$ cat src/rtl/chroma_v420_pkg.sv
package chroma_v420_pkg;
  typedef enum logic {
    FM_PAIR_AVG       = 1'b0,
    FM_FIELD_WEIGHTED = 1'b1
  } fmode_e;

  // fraction bits carried through the weighted sum, weights sum to 2**FRAC_BITS
  localparam int unsigned FRAC_BITS  = 2;
  localparam int unsigned ROUND_BIAS = 1 << (FRAC_BITS - 1);
endpackage

$ cat src/rtl/chroma_line_store.sv
module chroma_line_store #(
  parameter int unsigned DW    = 8,
  parameter int unsigned DEPTH = 64,
  localparam int unsigned AW   = (DEPTH > 1) ? $clog2(DEPTH) : 1
) (
  input  logic          clk,
  input  logic          wr_en,
  input  logic [AW-1:0] wr_addr,
  input  logic [DW-1:0] wr_data,
  input  logic [AW-1:0] rd_addr,
  output logic [DW-1:0] rd_data
);
  logic [DW-1:0] mem [DEPTH];

  always_ff @(posedge clk) begin
    if (wr_en) mem[wr_addr] <= wr_data;
  end

  assign rd_data = mem[rd_addr];
endmodule

$ cat src/rtl/line_phase_tracker.sv
module line_phase_tracker #(
  parameter int unsigned COLS = 64,
  localparam int unsigned CW  = (COLS > 1) ? $clog2(COLS) : 1
) (
  input  logic          clk,
  input  logic          rst_n,
  input  logic          step,
  input  logic          sof,
  input  logic          eol,
  output logic [CW-1:0] cur_col,
  output logic          cur_odd
);
  localparam logic [CW-1:0] LAST_COL = CW'(COLS - 1);

  logic [CW-1:0] col_q;
  logic          odd_q;

  // a frame start forces column 0 on line 0 for the beat that carries it
  assign cur_col = sof ? '0 : col_q;
  assign cur_odd = sof ? 1'b0 : odd_q;

  always_ff @(posedge clk) begin
    if (!rst_n) begin
      col_q <= '0;
      odd_q <= 1'b0;
    end else if (step) begin
      if (eol) begin
        col_q <= '0;
        odd_q <= ~cur_odd;
      end else begin
        col_q <= (cur_col == LAST_COL) ? cur_col : cur_col + 1'b1;
        odd_q <= cur_odd;
      end
    end
  end
endmodule

$ cat src/rtl/chroma_blend.sv
module chroma_blend
  import chroma_v420_pkg::*;
#(
  parameter int unsigned DW = 8,
  localparam int unsigned SW = DW + FRAC_BITS
) (
  input  logic [DW-1:0] upper_c,
  input  logic [DW-1:0] lower_c,
  input  fmode_e        mode,
  input  logic          bottom,
  output logic [DW-1:0] mixed_c
);
  logic [FRAC_BITS-1:0] w_up;
  logic [FRAC_BITS-1:0] w_lo;
  logic [SW-1:0]        acc;

  always_comb begin
    unique case (mode)
      FM_PAIR_AVG: begin
        w_up = FRAC_BITS'(2);
        w_lo = FRAC_BITS'(2);
      end
      default: begin
        w_up = bottom ? FRAC_BITS'(1) : FRAC_BITS'(3);
        w_lo = bottom ? FRAC_BITS'(3) : FRAC_BITS'(1);
      end
    endcase
  end

  always_comb begin
    acc = ({{FRAC_BITS{1'b0}}, upper_c} * SW'(w_up))
        + ({{FRAC_BITS{1'b0}}, lower_c} * SW'(w_lo))
        + SW'(ROUND_BIAS);
    mixed_c = acc[SW-1:FRAC_BITS];
  end
endmodule

$ cat src/rtl/chroma_v420.sv
module chroma_v420
  import chroma_v420_pkg::*;
#(
  parameter int unsigned DW       = 8,
  parameter int unsigned MAX_COLS = 64
) (
  input  logic          clk,
  input  logic          rst_n,
  input  logic          en,
  input  logic          field_mode,
  input  logic          bottom_field,
  input  logic          in_valid,
  output logic          in_ready,
  input  logic [DW-1:0] in_luma,
  input  logic [DW-1:0] in_chroma,
  input  logic          in_sof,
  input  logic          in_eol,
  output logic          out_valid,
  input  logic          out_ready,
  output logic [DW-1:0] out_luma,
  output logic [DW-1:0] out_chroma,
  output logic          out_chroma_vld,
  output logic          out_sof,
  output logic          out_eol
);
  localparam int unsigned CW = (MAX_COLS > 1) ? $clog2(MAX_COLS) : 1;

  logic          take;
  logic [CW-1:0] col;
  logic          odd_line;
  logic [DW-1:0] stored_c;
  logic [DW-1:0] blended_c;
  fmode_e        mode;

  assign in_ready = !out_valid || out_ready;
  assign take     = in_valid && in_ready;
  assign mode     = field_mode ? FM_FIELD_WEIGHTED : FM_PAIR_AVG;

  line_phase_tracker #(.COLS(MAX_COLS)) u_phase (
    .clk     (clk),
    .rst_n   (rst_n),
    .step    (take),
    .sof     (in_sof),
    .eol     (in_eol),
    .cur_col (col),
    .cur_odd (odd_line)
  );

  chroma_line_store #(.DW(DW), .DEPTH(MAX_COLS)) u_store (
    .clk     (clk),
    .wr_en   (take && en && !odd_line),
    .wr_addr (col),
    .wr_data (in_chroma),
    .rd_addr (col),
    .rd_data (stored_c)
  );

  chroma_blend #(.DW(DW)) u_blend (
    .upper_c (stored_c),
    .lower_c (in_chroma),
    .mode    (mode),
    .bottom  (bottom_field),
    .mixed_c (blended_c)
  );

  always_ff @(posedge clk) begin
    if (!rst_n) begin
      out_valid <= 1'b0;
    end else if (take) begin
      out_valid <= 1'b1;
    end else if (out_ready) begin
      out_valid <= 1'b0;
    end
  end

  always_ff @(posedge clk) begin
    if (!rst_n) begin
      out_luma       <= '0;
      out_chroma     <= '0;
      out_chroma_vld <= 1'b0;
      out_sof        <= 1'b0;
      out_eol        <= 1'b0;
    end else if (take) begin
      out_luma <= in_luma;
      out_sof  <= in_sof;
      out_eol  <= in_eol;
      if (!en) begin
        out_chroma     <= in_chroma;
        out_chroma_vld <= 1'b1;
      end else if (odd_line) begin
        out_chroma     <= blended_c;
        out_chroma_vld <= 1'b1;
      end else begin
        out_chroma     <= '0;
        out_chroma_vld <= 1'b0;
      end
    end
  end
endmodule

$ cat config.mk
export PLATFORM = sky130hd
export DESIGN_NAME = chroma_v420
export DESIGN_NICKNAME = d
export VERILOG_FILES = /design/src/rtl/chroma_v420_pkg.sv /design/src/rtl/chroma_line_store.sv /design/src/rtl/line_phase_tracker.sv /design/src/rtl/chroma_blend.sv /design/src/rtl/chroma_v420.sv
export SDC_FILE = /design/constraint.sdc
export NUM_CORES = 1
export LEC_CHECK = 0
export CAP_MARGIN = 30
export CORE_MARGIN = 8
export CORE_UTILIZATION = 31
export CTS_BUF_LIST = sky130_fd_sc_hd__clkbuf_16
export CTS_CLUSTER_SIZE = 28
export DETAILED_ROUTE_END_ITERATION = 10
export DONT_BUFFER_PORTS = 1
export GPL_ROUTABILITY_DRIVEN = 0
export PLACE_DENSITY = 0.47
export SYNTH_ARGS = -nofsm -noshare
export SYNTH_HDL_FRONTEND = slang
export SYNTH_SLANG_ARGS = --single-unit
$ cat constraint.sdc
create_clock -name clk -period 13.5 [get_ports clk]
set_clock_uncertainty 0.15 [all_clocks]
set_input_delay 2.025 -clock clk [delete_from_list [all_inputs] [get_ports clk]]
set_output_delay 2.025 -clock clk [all_outputs]
set_load 0.01 [all_outputs]
==> run summary <==
Syn Inst Count - 1,523
P&R area growth vs syn - 12.9%
worst r2r path cells - 26
Initial Utilization - 31.3%
crit path launch - in_sof
# rows - 96
Hold Startpoint - u_phase.odd_q$_SDFFE_PN0P_
Hold EP - u_phase.odd_q$_SDFFE_PN0P_
initial antenna violation count - 2
# clock sinks - 539
total power - 0.00353 W
R2R Path Start - u_phase.col_q[0]$_SDFFE_PN0P_
crit path DAT - 8.35 ns
Core Area - 68,600 um^2
Longest Clk Path Bufs - 3
Iter 0 DRT Violations - 1,087
total number of vias - 12,900
crit path kind - in -> reg
CP Capture Type - flip-flop
kind of start point of the critical path - primary input
achievable frequency - 0.125 GHz
Nets - 1,568
vias in the first global route - 12,800
layout cell share with drive strength beyond 1 - 7.98%
mapped cell area - 21,500 um^2
final std cells w/o fill - 2,498
leading area contributor after synthesis - edfxtp_1
Post-synth EDFFs - 512
total setup buffers inserted after CTS - 0
hpwl dp - 35,000 um
asr flop ratio synth - 0%
I/O pins - 46
drt pass-1 iters - 5
CTS tree - done
Ys Warns - 0
Horiz. Die Dim - 279 um
Mapped Avg Cell Area - 14.1 um^2
worst r2r dst - out_chroma[7]$_SDFFE_PN0P_
area of the multi-input gates - 5020 um^2
GRT Residual Overflow - 0
syn_nets - 1,573
share of the synthesized area in the top cell type - 71.6%
first-pass GRT wire length - 88,800 um
Netlist cell types - 53
CTS Hold Bufs - 0
CTS Buf Count - 58
Area contributors post-synth - edfxtp_1 72%, nor2_1 3.6%, nand2_1 2.7%
result of the run - finished clean
Yosys reg bits - 539
worst-margin pin slew - 1.05 ns
hold depth - 2
Rel. slew slack - 29.5%
gr usage total - 15.3%
CP max FO - 37
post-route minimum period - 7.98 ns
Die Ht - 279 um
routed len/inst - 24.3 um
max_cap viols - 0
RSZ-0062 raised after global routing - no
peak supply drop - 0.0000913 V
Setup-failing EPs final - 0
Root Buffer - clkbuf_16
Final Hold Vio Count - 0
clk slew on worst S/H paths - 0.07 ns
Min Hold Slack - 0.365 ns
TNS Setup - 0 ns
DRC Markers - 0
Final ANT Viol Nets - 0
fin. max-slew vios - 0
sequential cell area - 15,900 um^2
IO buf count - 0
PD cells - 146 nW/um^2
post_cts resized - 0
WL final - 60,800 um
ys flop type - edfxtp_1
WP data required - 13.87 ns
commonest cells in the netlist - 512 x edfxtp_1, 208 x nor2_1, 155 x nand2_1, 86 x o22ai_1, 62 x a31oi_1
sequential fraction of the synthesis area - 74.1%
most common cell in the netlist - edfxtp_1
drt via density - 5.16
worst-skew pair later-pin latency - 0.62 ns
H-tree depth - 2
leakage power - 7.75 nW
cell count after placement - 2,387
# fillers - 6,540
fraction of the cycle the final worst path needs - 59.1%
R2R setup slack - 6.46 ns
die area - 78,000 um^2
largest net degree at the start of global routing - 68
HP Class - reg -> reg
==> through the flow <==
step	worst slack (ns)	utilization [%]	cell area [um^2]
6_report	5.52	35.3	24200
5_1_grt	5.07	35.3	24200
4_1_cts	5.51	35.3	24200
3_5_place_dp	4.85	32.6	22400
3_3_place_gp	4.97	32.6	22400
2_1_floorplan	6.89	-	21500
==> logic make-up after synthesis <==
kind of cell | Yosys count | share of synthesized area [%]
buf+inv | 121 | 2.62
compound gates | 299 | 9.38
xor+xnor | 6 | 0.245
mux | 30 | 1.48
fa+ha+maj | 25 | 1.95
flops | 539 | 74.1
simple gates | 503 | 10.2
==> area by class of cell <==
cell class | count | share of cell area, %
flip-flops and latches | 539 | 65.7
multi-input cells | 863 | 20.7
clock buffers | 61 | 6.30
well taps | 931 | 4.81
clock inverters | 47 | 1.25
repair buffers | 23 | 0.743
inverters | 33 | 0.511
diodes | 1 | 0.0103
==> layer usage <==
| layer | up-vias | part of all wire [%] | global-route usage (%) |
|---|---|---|---|
| met3 | 113 | 7.3 | 3.32 |
| met4 | 0 | 3.0 | 5.49 |
| met2 | 410 | 45 | 23.8 |
| li1 | 5800 | - | - |
| met5 | - | 0 | 0 |
| met1 | 6564 | 45 | 20.9 |
==> state kept, by name, indices dropped and copies added, names as in the netlist <==
signal          cells
out_chroma          8
out_chroma_vld      1
out_eol             1
out_luma            8
out_sof             1
out_valid           1
u_phase.col_q       6
u_phase.odd_q       1
u_store.mem       512
==> worst max-delay path: stages <==
cell       delay [ns]
nand2b_2         0.47
inv_2            0.36
buf_4            0.44
nand2_2          0.51
buf_4            0.48
nor2_1           0.08
a31oi_1          0.15
o221ai_1         0.13
a21oi_1          0.15
o22ai_1          0.14
or4_1            0.62
nor2_1           0.17
fa_1             0.42
inv_1            0.08
fa_1             0.41
inv_1            0.07
ha_1             0.27
inv_1            0.11
o21bai_1         0.08
a21oi_1          0.28
o21ai_0          0.15
nor2_1           0.10
o21a_1           0.19
o2bb2ai_1        0.14
xnor2_1          0.09
o21ba_2          0.19
==> placed cells by master (no fill, tap or decap), drive strengths merged, types with 10 or more instances in the layout <==
cell    netlist  routed
edfxtp      512     512
and2         17      17
a21boi       14      14
o221ai       56      56
a31oi        62      62
mux2i        25      25
clkbuf       45      61
fa           14      14
a21oi        28      28
nor3b        12      12
buf          43      23
o21ai        27      27
ha           11      11
nor2b        13      13
nor2        208     208
nor3         53      53
nand3        10      10
dfxtp        27      27
clkinv        1      23
nand2       155     155
inv          32      52
o22ai        86      86
==> worst max-delay path by stage <==
stage / to / slack, ns / cells after the start
floorplan: out_chroma[7]$_SDFFE_PN0P_ / 6.89 / 24
global placement: out_chroma[7]$_SDFFE_PN0P_ / 4.97 / 26
detailed placement: out_chroma[7]$_SDFFE_PN0P_ / 4.85 / 26
CTS: out_chroma[7]$_SDFFE_PN0P_ / 5.51 / 26
global route: out_chroma[7]$_SDFFE_PN0P_ / 5.07 / 26
finish: out_chroma[7]$_SDFFE_PN0P_ / 5.52 / 26
==> power breakdown <==
part / total (W) / switching [W] / internal, W
combinational: 0.000160 / 0.0000998 / 0.0000600
sequential: 0.00184 / 0.00000733 / 0.00183
clock: 0.00153 / 0.000656 / 0.000870
Power figures use the tool's default switching activity.
